**config.mk**
```make
export PLATFORM = sky130hd
export DESIGN_NAME = seg_access_top
export DESIGN_NICKNAME = d
export VERILOG_FILES = /design/src/rtl/seg_chk_pkg.sv /design/src/rtl/seg_limit_cmp.sv /design/src/rtl/seg_rights_chk.sv /design/src/rtl/seg_access_top.sv
export SDC_FILE = /design/constraint.sdc
export NUM_CORES = 1
export LEC_CHECK = 0
export ABC_AREA = 1
export BUFFER_PORTS_ARGS = -buffer_cell sky130_fd_sc_hd__buf_2
export CAP_MARGIN = 20
export CORE_MARGIN = 2
export CORE_UTILIZATION = 54
export CTS_BUF_LIST = sky130_fd_sc_hd__clkbuf_4 sky130_fd_sc_hd__clkbuf_8
export DETAILED_ROUTE_END_ITERATION = 16
export PLACE_DENSITY = 0.83
export SYNTH_ARGS = -nofsm -noshare
export SYNTH_HDL_FRONTEND = slang
export SYNTH_SLANG_ARGS = --single-unit
export TNS_END_PERCENT = 100
```
**constraint.sdc**
```tcl
create_clock -name clk -period 2.4 [get_ports clk]
set_input_delay 0.36 -clock clk [delete_from_list [all_inputs] [get_ports clk]]
set_output_delay 0.36 -clock clk [all_outputs]
set_load 0.05 [all_outputs]
```
**src/rtl/seg_chk_pkg.sv**
```systemverilog
// Shared types for the segment access checker.
// Assumes a 2-bit access kind code; code 3 is treated as a read.
package seg_chk_pkg;
    typedef enum logic [1:0] {
        ACC_FETCH = 2'd0,
        ACC_READ  = 2'd1,
        ACC_WRITE = 2'd2,
        ACC_READ2 = 2'd3
    } acc_kind_e;
endpackage

```
**src/rtl/seg_limit_cmp.sv**
```systemverilog
// Computes the effective byte limit from the limit field and the granularity
// bit, then flags an offset that lies above it. Purely combinational.
// Assumes the page shift fills the low bits with ones when granularity is set.
module seg_limit_cmp #(
    parameter int ADDR_W  = 32,
    parameter int LIM_W   = 20,
    parameter int PAGE_SH = 12
) (
    input  logic [LIM_W-1:0]  lim_field,
    input  logic              gran,
    input  logic [ADDR_W-1:0] ofs,
    output logic              over
);
    localparam int EXT_W = LIM_W + PAGE_SH;
    localparam int CMP_W = (ADDR_W > EXT_W) ? ADDR_W : EXT_W;

    logic [CMP_W-1:0] eff_lim;
    logic [CMP_W-1:0] ofs_ext;

    // Form the effective limit in byte units and compare it with the offset.
    always_comb begin
        if (gran)
            eff_lim = CMP_W'({lim_field, {PAGE_SH{1'b1}}});
        else
            eff_lim = CMP_W'(lim_field);
        ofs_ext = CMP_W'(ofs);
        over    = (ofs_ext > eff_lim);
    end
endmodule

```
**src/rtl/seg_rights_chk.sv**
```systemverilog
// Applies the privilege and type rules for one access. Combinational.
// Assumes lower numeric level = more privilege; fetches are not checked for
// privilege; reads are legal on both segment types.
module seg_rights_chk
    import seg_chk_pkg::*;
#(
    parameter int PL_W = 2
) (
    input  acc_kind_e        kind,
    input  logic [PL_W-1:0]  cpl,
    input  logic [PL_W-1:0]  dpl,
    input  logic             is_code,
    output logic             priv_bad,
    output logic             type_bad
);
    // Decide privilege and type faults from the access kind.
    always_comb begin
        priv_bad = 1'b0;
        type_bad = 1'b0;
        unique case (kind)
            ACC_FETCH: type_bad = ~is_code;
            ACC_WRITE: begin
                priv_bad = (cpl > dpl);
                type_bad = is_code;
            end
            default:   priv_bad = (cpl > dpl);
        endcase
    end
endmodule

```
**src/rtl/seg_access_top.sv**
```systemverilog
// Segment access checker: registers the linear address (base + offset) and
// the limit, privilege and type fault flags one cycle after a request.
// Assumes the descriptor fields are stable alongside req_valid.
module seg_access_top
    import seg_chk_pkg::*;
#(
    parameter int ADDR_W  = 32,
    parameter int LIM_W   = 20,
    parameter int PAGE_SH = 12,
    parameter int PL_W    = 2
) (
    input  logic              clk,
    input  logic              rst_n,
    input  logic              req_valid,
    input  logic [ADDR_W-1:0] seg_base,
    input  logic [LIM_W-1:0]  seg_limit,
    input  logic              seg_gran,
    input  logic [PL_W-1:0]   seg_dpl,
    input  logic              seg_is_code,
    input  logic [ADDR_W-1:0] offset,
    input  logic [PL_W-1:0]   cur_pl,
    input  logic [1:0]        acc_kind,
    output logic              res_valid,
    output logic [ADDR_W-1:0] lin_addr,
    output logic              lin_ok,
    output logic              flt_limit,
    output logic              flt_priv,
    output logic              flt_type
);
    logic              lim_over;
    logic              priv_bad;
    logic              type_bad;
    logic [ADDR_W-1:0] sum_addr;

    seg_limit_cmp #(
        .ADDR_W (ADDR_W),
        .LIM_W  (LIM_W),
        .PAGE_SH(PAGE_SH)
    ) u_lim (
        .lim_field(seg_limit),
        .gran     (seg_gran),
        .ofs      (offset),
        .over     (lim_over)
    );

    seg_rights_chk #(
        .PL_W(PL_W)
    ) u_rights (
        .kind    (acc_kind_e'(acc_kind)),
        .cpl     (cur_pl),
        .dpl     (seg_dpl),
        .is_code (seg_is_code),
        .priv_bad(priv_bad),
        .type_bad(type_bad)
    );

    // Add base and offset; the carry out is dropped (modulo wrap).
    always_comb sum_addr = seg_base + offset;

    // Register the result; flags only follow a presented request.
    always_ff @(posedge clk) begin
        if (!rst_n) begin
            res_valid <= 1'b0;
            lin_addr  <= '0;
            lin_ok    <= 1'b0;
            flt_limit <= 1'b0;
            flt_priv  <= 1'b0;
            flt_type  <= 1'b0;
        end else begin
            res_valid <= req_valid;
            lin_addr  <= sum_addr;
            lin_ok    <= req_valid & ~(lim_over | priv_bad | type_bad);
            flt_limit <= req_valid & lim_over;
            flt_priv  <= req_valid & priv_bad;
            flt_type  <= req_valid & type_bad;
        end
    end
endmodule

```
==> results of run 1 <==
final timing paths:
kind      endpoint  slack (ps)  cells past startpoint
max   lin_addr[28]         500                     12
min       flt_type         350                      3
Yosys cell counts (2+ instances only):
master    instances  share of area [%]
nand4_1           5               0.72
o21a_1            5               0.86
dfxtp_1          37                 17
nand2_2          27                3.9
ha_1             65                 19
nand3_2           6                1.4
nor4_2            3               0.86
clkbuf_1          3               0.26
nand2_1         237                 20
inv_2             6               0.52
nor3_2            4               0.92
inv_1           115                9.9
a21oi_1          55                6.3
nor3_1            5               0.58
nor2_4            2               0.52
nor2_2            8                1.2
nand3_1          19                2.2
nor2_1           81                7.0
buf_2             2               0.23
o21bai_1          3               0.52
mux2i_1           8                1.8
o21ai_0          15                1.7
worst max-delay path: cells and delay by family:
family	cells	cell delay [ps]
AND/OR/NAND/NOR	6	630
adder cells (fa/ha/maj)	2	610
buffers and inverters	3	300
AO/OA/AOI/OAI	1	170
cell type report:
cell class | count | area (µm²) | share of cell area, %
clock buffers | 5 | 68.82 | 1.332
multi-input cells | 556 | 3105 | 60.13
flip-flops and latches | 37 | 740.7 | 14.34
clock inverters | 1 | 5.005 | 0.09690
inverters | 121 | 454.2 | 8.794
repair buffers | 132 | 663.1 | 12.84
well taps | 102 | 127.6 | 2.471
sequential cells by signal, summed over array words and instances, names as in the netlist:
name and cells:
flt_limit 1, res_valid 1, lin_ok 1, flt_priv 1, flt_type 1, lin_addr 32
per-stage QoR:
stage | total power, mW | utilization [%] | instances | instance area, µm²
2_1_floorplan | 1.567 | - | 721 | 4340
3_3_place_gp | 1.878 | 65.54 | 948 | 5091
3_5_place_dp | 1.898 | 65.54 | 948 | 5091
4_1_cts | 2.329 | 66.49 | 954 | 5165
5_1_grt | 2.488 | 66.49 | 954 | 5165
6_report | 2.331 | 66.49 | 954 | 5165
cell families (layout without fill, tap and decap cells):
| family | count (synthesis) | count (layout) | share of synthesized area (%) |
|---|---|---|---|
| and+or+nand+nor | 400 | 400 | 40.27 |
| buffers and inverters | 128 | 259 | 11.39 |
| muxes | 8 | 8 | 1.845 |
| adders and majority gates | 66 | 66 | 19.20 |
| DFF | 37 | 37 | 17.07 |
| AOI/OAI and AO/OA | 81 | 81 | 10.03 |
| xor gates and xnor gates | 1 | 1 | 0.2018 |
per-layer routing:
metal | up-vias | GRT usage [%] | part of all wire [%]
li1 | 2518 | - | -
met1 | 2133 | 38.89 | 43
met2 | 187 | 54.74 | 47
met3 | 28 | 5.217 | 6.8
met4 | 0 | 8.696 | 2.3
met5 | - | 0 | 0
power groups by stage:
stage	Clock, mW	Combinational, mW	Sequential, mW
global placement	0	1.17	0.708
global route	0.458	1.33	0.701
finish	0.432	1.20	0.696
floorplan	0	0.618	0.950
CTS	0.439	1.19	0.697
detailed placement	0	1.19	0.711
==> metrics.cfg, run 1 <==
[status]
status = complete, no violations

[drt]
drtIter0Drc = 197
first_pass_iters = 7
vias = 4866
avgRoutedWirePerCell_um = 13.90
remaining_drc_errors = 0
postRouteAntennaNets = 0
vias_per_cell = 5.101
wl_um = 13260

[logic_synthesis]
synth_edf_count = 0
synthesis.area_um2 = 4340
ys_warn_count = 0
avgSynthCellArea_um2 = 6.020
synthArstFlopShare_pct = 0
ys_types = 32
synth_nets = 882
synth_seq_area_share_pct = 17.07
synth_cells = 721
ys_ff_latch = 37
ys.flop_type = dfxtp_1

[cts]
holdBufCountCts = 0
cts_buffer_depth = 2
cts_root_buf = clkbuf_8
cts_setup_buffers = 0
cts_tree = done
cts_resized = 0
clk_pin_slew_ps = 80
clock-sinks = 37
ctsHtreeMaxLevel = 2
cts_buffers = 5

[critical_path]
crit_arrival_ps = 2090
crit_slowest_cell = fa_1
crit_type = primary input to flip-flop
cp-startpoint = offset[0]
end_kind = flip-flop
cp.required_ps = 2590
crit_chain = buf_2 > ha_1 > inv_1 > fa_1 > inv_1 > nand3_1 > nand3_1 > nand2_1 > nand3_2 > nand3_2 > a21oi_1 > nor2_1
start_kind = primary input
slowest_delay_ps = 420
path_max_fanout = 5

[power_and_ir_drop]
seqPwrFrac_pct = 29.9
p_int_mw = 1.244
swShare_pct = 46.63
p_per_area_nw_per_um2 = 451.3
vdd_drop_max_mv = 0.2058
combPwrFrac_pct = 51.6
p_leak_nw = 3.124
p_switching_mw = 1.087
pwr-share-clk_pct = 18.5

[global_route]
grt-ovfl-total = 0
antenna_found_initial = 0
grt_usage_pct = 31.03
grt_pass1_wl_um = 21420
grt_max_degree = 33
grt_pass1_vias = 4813

[placement]
hpwl_um = 11450
post-place-ws_ps = 233.3
port_buffers = 131
routabilityCongestion = 0.9401

[layout]
drive_above_1_share_pct = 23.12
fill_cells = 741
final_cell_mix = 237 x nand2_1, 131 x buf_2, 115 x inv_1
n_antenna_cell = 0
nets = 1014
area_delta_synth_final_pct = 19.00
final_common_cell = nand2_1

[timing]
setup_viol = 0
slew_headroom_pct = 60.79
setup_ws_ps = 502.3
hold_ws_ps = 349.5
post-route-min-period_ps = 1898
fmax_ghz = 0.5270
hold_violations = 0
fin_setup_tns_ps = 0
rsz0062_at_grt = false
fin_crit_sh_pct = 79.07
worst_pin_slew_ps = 588.1
slew_violations = 0

[die]
die-area_um2 = 8771
die_w_um = 93.66
start_util_pct = 55.88
die_h_um = 93.66
floorplan.rows = 32
pin_count = 132
core-area_um2 = 7767

[min_path]
holdCritPathClass = primary input to flip-flop
hold_path.startpoint = seg_is_code

[flow_run]
cap_violations = 0

No activity file was read; power rests on OpenSTA's default activity.
==> inputs of run 2 (changes only) <==
==> constraint.sdc (replaced) <==
create_clock -name clk -period 1.9 [get_ports clk]
set_input_delay 0.285 -clock clk [delete_from_list [all_inputs] [get_ports clk]]
set_output_delay 0.285 -clock clk [all_outputs]
set_load 0.05 [all_outputs]
==> run 2 against run 1 <==
Count of clock-buffer cells in the layout is 2 higher; worst hold slack worse by 66 ps; setup slack worse by 270 ps.
==> metrics.cfg, run 2 (synthesis results as in run 1) <==
[status]
status = complete, no violations  ; unchanged

[cts]
cts_tree = done  ; unchanged
clk_pin_slew_ps = 80  ; about the same
cts_buffers = 5  ; unchanged
cts_buffer_depth = 2  ; unchanged
cts_resized = 0  ; unchanged
holdBufCountCts = 0  ; unchanged
cts_root_buf = clkbuf_8  ; unchanged
clock-sinks = 37  ; unchanged
ctsHtreeMaxLevel = 2  ; unchanged
cts_setup_buffers = 0  ; unchanged

[die]
die_h_um = 93.66  ; unchanged
floorplan.rows = 32  ; unchanged
die_w_um = 93.66  ; unchanged
die-area_um2 = 8771  ; unchanged
core-area_um2 = 7767  ; unchanged
start_util_pct = 55.88  ; unchanged
pin_count = 132  ; unchanged

[placement]
hpwl_um = 11680  ; was 11450 µm
dpl-instance-area_um2 = 5179  ; was 5091 µm²
port_buffers = 131  ; unchanged
routabilityCongestion = 0.9456  ; was 0.9401

[power_and_ir_drop]
p_leak_nw = 3.200  ; was 3.124 nW
vdd_drop_max_mv = 0.2570  ; was 0.2058 mV
p_per_area_nw_per_um2 = 602.8  ; was 451.3 nW/µm²
total_power_mw = 3.194  ; was 2.331 mW

[layout]
area_delta_synth_final_pct = 22.08  ; was 19.00%
fill_cells = 736  ; was 741
largest_reg_flops = 32  ; unchanged
final_cell_mix = 237 x nand2_1, 131 x buf_2, 115 x inv_1  ; unchanged
final_common_cell = nand2_1  ; unchanged
multi_input_area_um2 = 3105  ; unchanged
nets = 1024  ; was 1014
drive_above_1_share_pct = 24.19  ; was 23.12%
fin_area_um2 = 5299  ; was 5165 µm²
seq_area_um2 = 740.7  ; unchanged
n_antenna_cell = 0  ; unchanged
regMostFlops = lin_addr  ; unchanged

[critical_path]
crit_slowest_cell = ha_1  ; was fa_1
cp.required_ps = 2090  ; was 2590 ps
crit_chain = buf_2 > buf_12 > nand2_1 > ha_1 > a21oi_1 > nor2_1 > nor2_1 > nand3_1 > a21oi_1 > nand2_1 > nand2_1 > nor2_1  ; was buf_2 > ha_1 > inv_1 > fa_1 > inv_1 > nand3_1 > nand3_1 > nand2_1 > nand3_2 > nand3_2 > a21oi_1 > nor2_1
start_kind = primary input  ; unchanged
end_kind = flip-flop  ; unchanged
crit_arrival_ps = 1860  ; was 2090 ps
crit_type = primary input to flip-flop  ; unchanged
path_max_fanout = 11  ; was 5
slowest_delay_ps = 290  ; was 420 ps

[timing]
worst_pin_slew_ps = 330.7  ; was 588.1 ps
rsz0062_at_grt = false  ; unchanged
slew_headroom_pct = 77.78  ; was 60.79%
hold_violations = 0  ; unchanged
setup_viol = 0  ; unchanged
slew_violations = 0  ; unchanged
post-route-min-period_ps = 1664
fin_crit_sh_pct = 87.60
fmax_ghz = 0.6008

[global_route]
grt_usage_pct = 30.62  ; was 31.03%
grt_pass1_wl_um = 20980  ; was 21420 µm
grt-ovfl-total = 0  ; unchanged
grt_pass1_vias = 4667  ; was 4813
grt_max_degree = 19  ; was 33
antenna_found_initial = 0  ; unchanged

[drt]
first_pass_iters = 5  ; was 7
avgRoutedWirePerCell_um = 13.78  ; was 13.90 µm
drtIter0Drc = 300  ; was 197
postRouteAntennaNets = 0  ; unchanged
vias_per_cell = 5.059  ; was 5.101
wl_um = 13310  ; was 13260 µm
remaining_drc_errors = 0  ; unchanged
vias = 4887  ; was 4866

[flow_run]
cap_violations = 0  ; unchanged

[min_path]
holdCritPathClass = primary input to flip-flop  ; unchanged

[run 2: cell count changes in the layout (fill, tap and decap cells not counted), sizes merged]
cell | before | now
clkinv | 1 | 0
bufinv | 0 | 1
clkbuf | 5 | 7
buf | 132 | 142
[run 2: final cells by class]
class                      instances  area share [%]
clock buffer                       7           1.700
multi-input combinational        556           58.61
timing repair buffer             142           14.17
sequential                        37           13.98
clock inverter                     1          0.5667
tap                              102           2.408
inverter                         121           8.571
[run 2: per-layer routing]
layer / GRT usage (%) / part of all wire, % / up-vias
met5: 0 / 0 / -
met4: 8.092 / 1.9 / 0
met3: 4.575 / 6.7 / 26
met2: 53.96 / 48 / 170
met1: 38.95 / 43 / 2151
li1: - / - / 2540
[run 2: path summary, 6_finish.rpt]
path / startpoint / end / slack [ps] / depth (start not counted)
worst max-delay path: seg_gran / flt_limit / 240 / 12
worst min-delay path: req_valid / res_valid / 280 / 3
[run 2: report_power, final]
| group | switching, mW | internal (mW) |
|---|---|---|
| registers | 0.0204 | 0.859 |
| logic | 1.06 | 0.493 |
| clock network | 0.321 | 0.443 |
| total | 1.40 | 1.80 |
[run 2: metrics by stage]
step                worst slack, ps  hold WS, ps  TNS [ps]  util [%]  std cells
floorplan                     75.13        451.9         0         -        721
global placement             -22.14        574.0    -22.14     66.67        958
detailed placement           -81.92        581.5    -182.2     66.67        958
CTS                           235.9        273.9         0     68.22        966
global route                  91.40        292.9         0     68.22        966
finish                        235.6        283.1         0     68.22        966
[run 2: critical path: cells and delay by family]
family / cells / cell delay [ps]
AOI/OAI and AO/OA: 2 / 360
adders and majority gates: 1 / 290
buffers and inverters: 2 / 400
and+or+nand+nor: 7 / 510
==> inputs of run 3 (changes only) <==
--- a/config.mk
+++ b/config.mk
@@ -8,7 +8,7 @@
 export ABC_AREA = 1
 export BUFFER_PORTS_ARGS = -buffer_cell sky130_fd_sc_hd__buf_2
 export CAP_MARGIN = 20
-export CORE_MARGIN = 2
+export CORE_MARGIN = 4
 export CORE_UTILIZATION = 54
 export CTS_BUF_LIST = sky130_fd_sc_hd__clkbuf_4 sky130_fd_sc_hd__clkbuf_8
 export DETAILED_ROUTE_END_ITERATION = 16
==> run 3 against run 2 <==
Flip-flop and latch count unchanged; count of clock-buffer cells in the layout decreased by 2; via count increased by 0.78%; setup slack improved by 9.0 ps; routed wire length decreased by 2.7%; critical path type unchanged; critical endpoint is now lin_addr[28].
==> metrics.cfg, run 3 (synthesis results as in run 1) <==
[layout]
fill_cells = 755  ; was 736
n_antenna_cell = 0  ; unchanged
regMostFlops = lin_addr  ; unchanged
multi_input_area_um2 = 3105  ; unchanged
layout.cells.non_filler = 970  ; was 966
largest_reg_flops = 32  ; unchanged
final_cell_mix = 237 x nand2_1, 131 x buf_2, 115 x inv_1  ; unchanged
seq_area_um2 = 740.7  ; unchanged
nets = 1028  ; was 1024
drive_above_1_share_pct = 24.54  ; was 24.19%
area_delta_synth_final_pct = 22.28  ; was 22.08%
fin_area_um2 = 5308  ; was 5299 µm²
final_common_cell = nand2_1  ; unchanged

[placement]
routabilityCongestion = 0.9186  ; was 0.9456
port_buffers = 131  ; unchanged
place_inst = 962  ; was 958
hpwl_um = 11470  ; was 11680 µm
post-place-ws_ps = -53.56  ; was -81.92 ps
dpl-instance-area_um2 = 5221  ; was 5179 µm²

[timing]
post-route-min-period_ps = 1655  ; was 1664 ps
fin_setup_tns_ps = 0  ; unchanged
hold_violations = 0  ; unchanged
fin_crit_sh_pct = 87.13  ; was 87.60%
worst_pin_slew_ps = 271.5  ; was 330.7 ps
slew_violations = 0  ; unchanged
fmax_ghz = 0.6041  ; was 0.6008 GHz
slew_headroom_pct = 81.86  ; was 77.78%
setup_ws_ps = 244.5  ; was 235.6 ps
rsz0062_at_grt = false  ; unchanged
setup_viol = 0  ; unchanged

[cts]
cts_tree = done  ; unchanged
cts_buffers = 5  ; unchanged
cts_root_buf = clkbuf_8  ; unchanged
cts_buffer_depth = 2  ; unchanged
clock-sinks = 37  ; unchanged
ctsHtreeMaxLevel = 2  ; unchanged
clk_pin_slew_ps = 80  ; about the same
cts_resized = 0  ; unchanged
holdBufCountCts = 0  ; unchanged
cts_setup_buffers = 0  ; unchanged

[power_and_ir_drop]
vdd_drop_max_mv = 0.3108  ; was 0.2570 mV
p_leak_nw = 3.206  ; was 3.200 nW
p_per_area_nw_per_um2 = 563.9  ; was 602.8 nW/µm²
total_power_mw = 2.993  ; was 3.194 mW

[global_route]
grt_pass1_wl_um = 21290  ; was 20980 µm
grt-ovfl-total = 0  ; unchanged
antenna_found_initial = 0  ; unchanged
grt_max_degree = 20  ; was 19
grt_pass1_vias = 4661  ; was 4667
grt_usage_pct = 26.94  ; was 30.62%

[critical_path]
path_max_fanout = 4  ; was 11
end_kind = flip-flop  ; unchanged
cp.required_ps = 2090  ; about the same
crit_arrival_ps = 1840  ; was 1860 ps
crit_type = primary input to flip-flop  ; unchanged
start_kind = primary input  ; unchanged

[min_path]
hold_path_end = res_valid  ; unchanged
hold_path.startpoint = req_valid  ; unchanged
holdCritPathClass = primary input to flip-flop  ; unchanged
min_path_cells = 3  ; unchanged

[die]
floorplan.rows = 32  ; unchanged
die_w_um = 97.66  ; was 93.66 µm
pin_count = 132  ; unchanged
die-area_um2 = 9537  ; was 8771 µm²
die_h_um = 97.66  ; was 93.66 µm
start_util_pct = 55.88  ; unchanged
core-area_um2 = 7767  ; unchanged

[drt]
postRouteAntennaNets = 0  ; unchanged
vias = 4925  ; was 4887
remaining_drc_errors = 0  ; unchanged
vias_per_cell = 5.077  ; was 5.059
drtIter0Drc = 303  ; was 300
wl_um = 12960  ; was 13310 µm
first_pass_iters = 5  ; unchanged
avgRoutedWirePerCell_um = 13.36  ; was 13.78 µm

[status]
status = complete, no violations  ; unchanged

[flow_run]
cap_violations = 0  ; unchanged

## run 3: cell count changes in the layout (fill, tap and decap cells not counted)
cell	delta
clkinvlp_4	+1
buf_4	+3
clkinv_2	+2
clkbuf_4	-1
clkbuf_8	-1
bufinv_16	-1
buf_12	+1
## run 3: layout make-up
cell class	count	area share [%]
multi-input cells	556	58.51
repair buffers	146	14.95
flip-flops and latches	37	13.96
inverters	121	8.557
well taps	102	2.405
clock buffers	5	1.297
clock inverters	3	0.3300
## run 3: per-layer routing
metal | up-vias | wire length (µm) | GRT usage, %
li1 | 2554 | - | -
met3 | 33 | 818 | 5.025
met1 | 2158 | 5617 | 33.41
met5 | - | 0 | 0
met4 | 0 | 350 | 8.094
met2 | 180 | 6173 | 47.07
## run 3: worst max path at each step
stage	startpoint	to	slack, ps	cells after the start
floorplan	seg_gran	flt_limit	80	14
global placement	seg_gran	flt_limit	-50	14
detailed placement	offset[0]	lin_addr[28]	-50	12
CTS	offset[0]	lin_addr[28]	250	12
global route	offset[0]	lin_addr[28]	80	12
finish	offset[0]	lin_addr[28]	240	12
## run 3: metrics by stage
stage | util, % | hold WS, ps
after floorplan | - | 451.9
after global placement | 67.22 | 560.9
after detailed placement | 67.22 | 566.4
after CTS | 68.33 | 264.3
after global routing | 68.33 | 280.6
final | 68.33 | 266.4
## run 3: power breakdown
group | switching, mW | leakage (nW) | internal [mW]
sequential | 0.0176 | 0.308 | 0.859
clock | 0.310 | 0.0439 | 0.254
combinational | 1.05 | 2.85 | 0.502
total | 1.38 | 3.21 | 1.62
## run 3: critical path, stage by stage
cell,delay (ps)
buf_2,90
ha_1,160
inv_1,50
fa_1,390
inv_1,130
nand3_1,80
nand3_1,120
nand2_1,80
nand3_2,110
nand3_2,100
a21oi_1,170
nor2_1,70
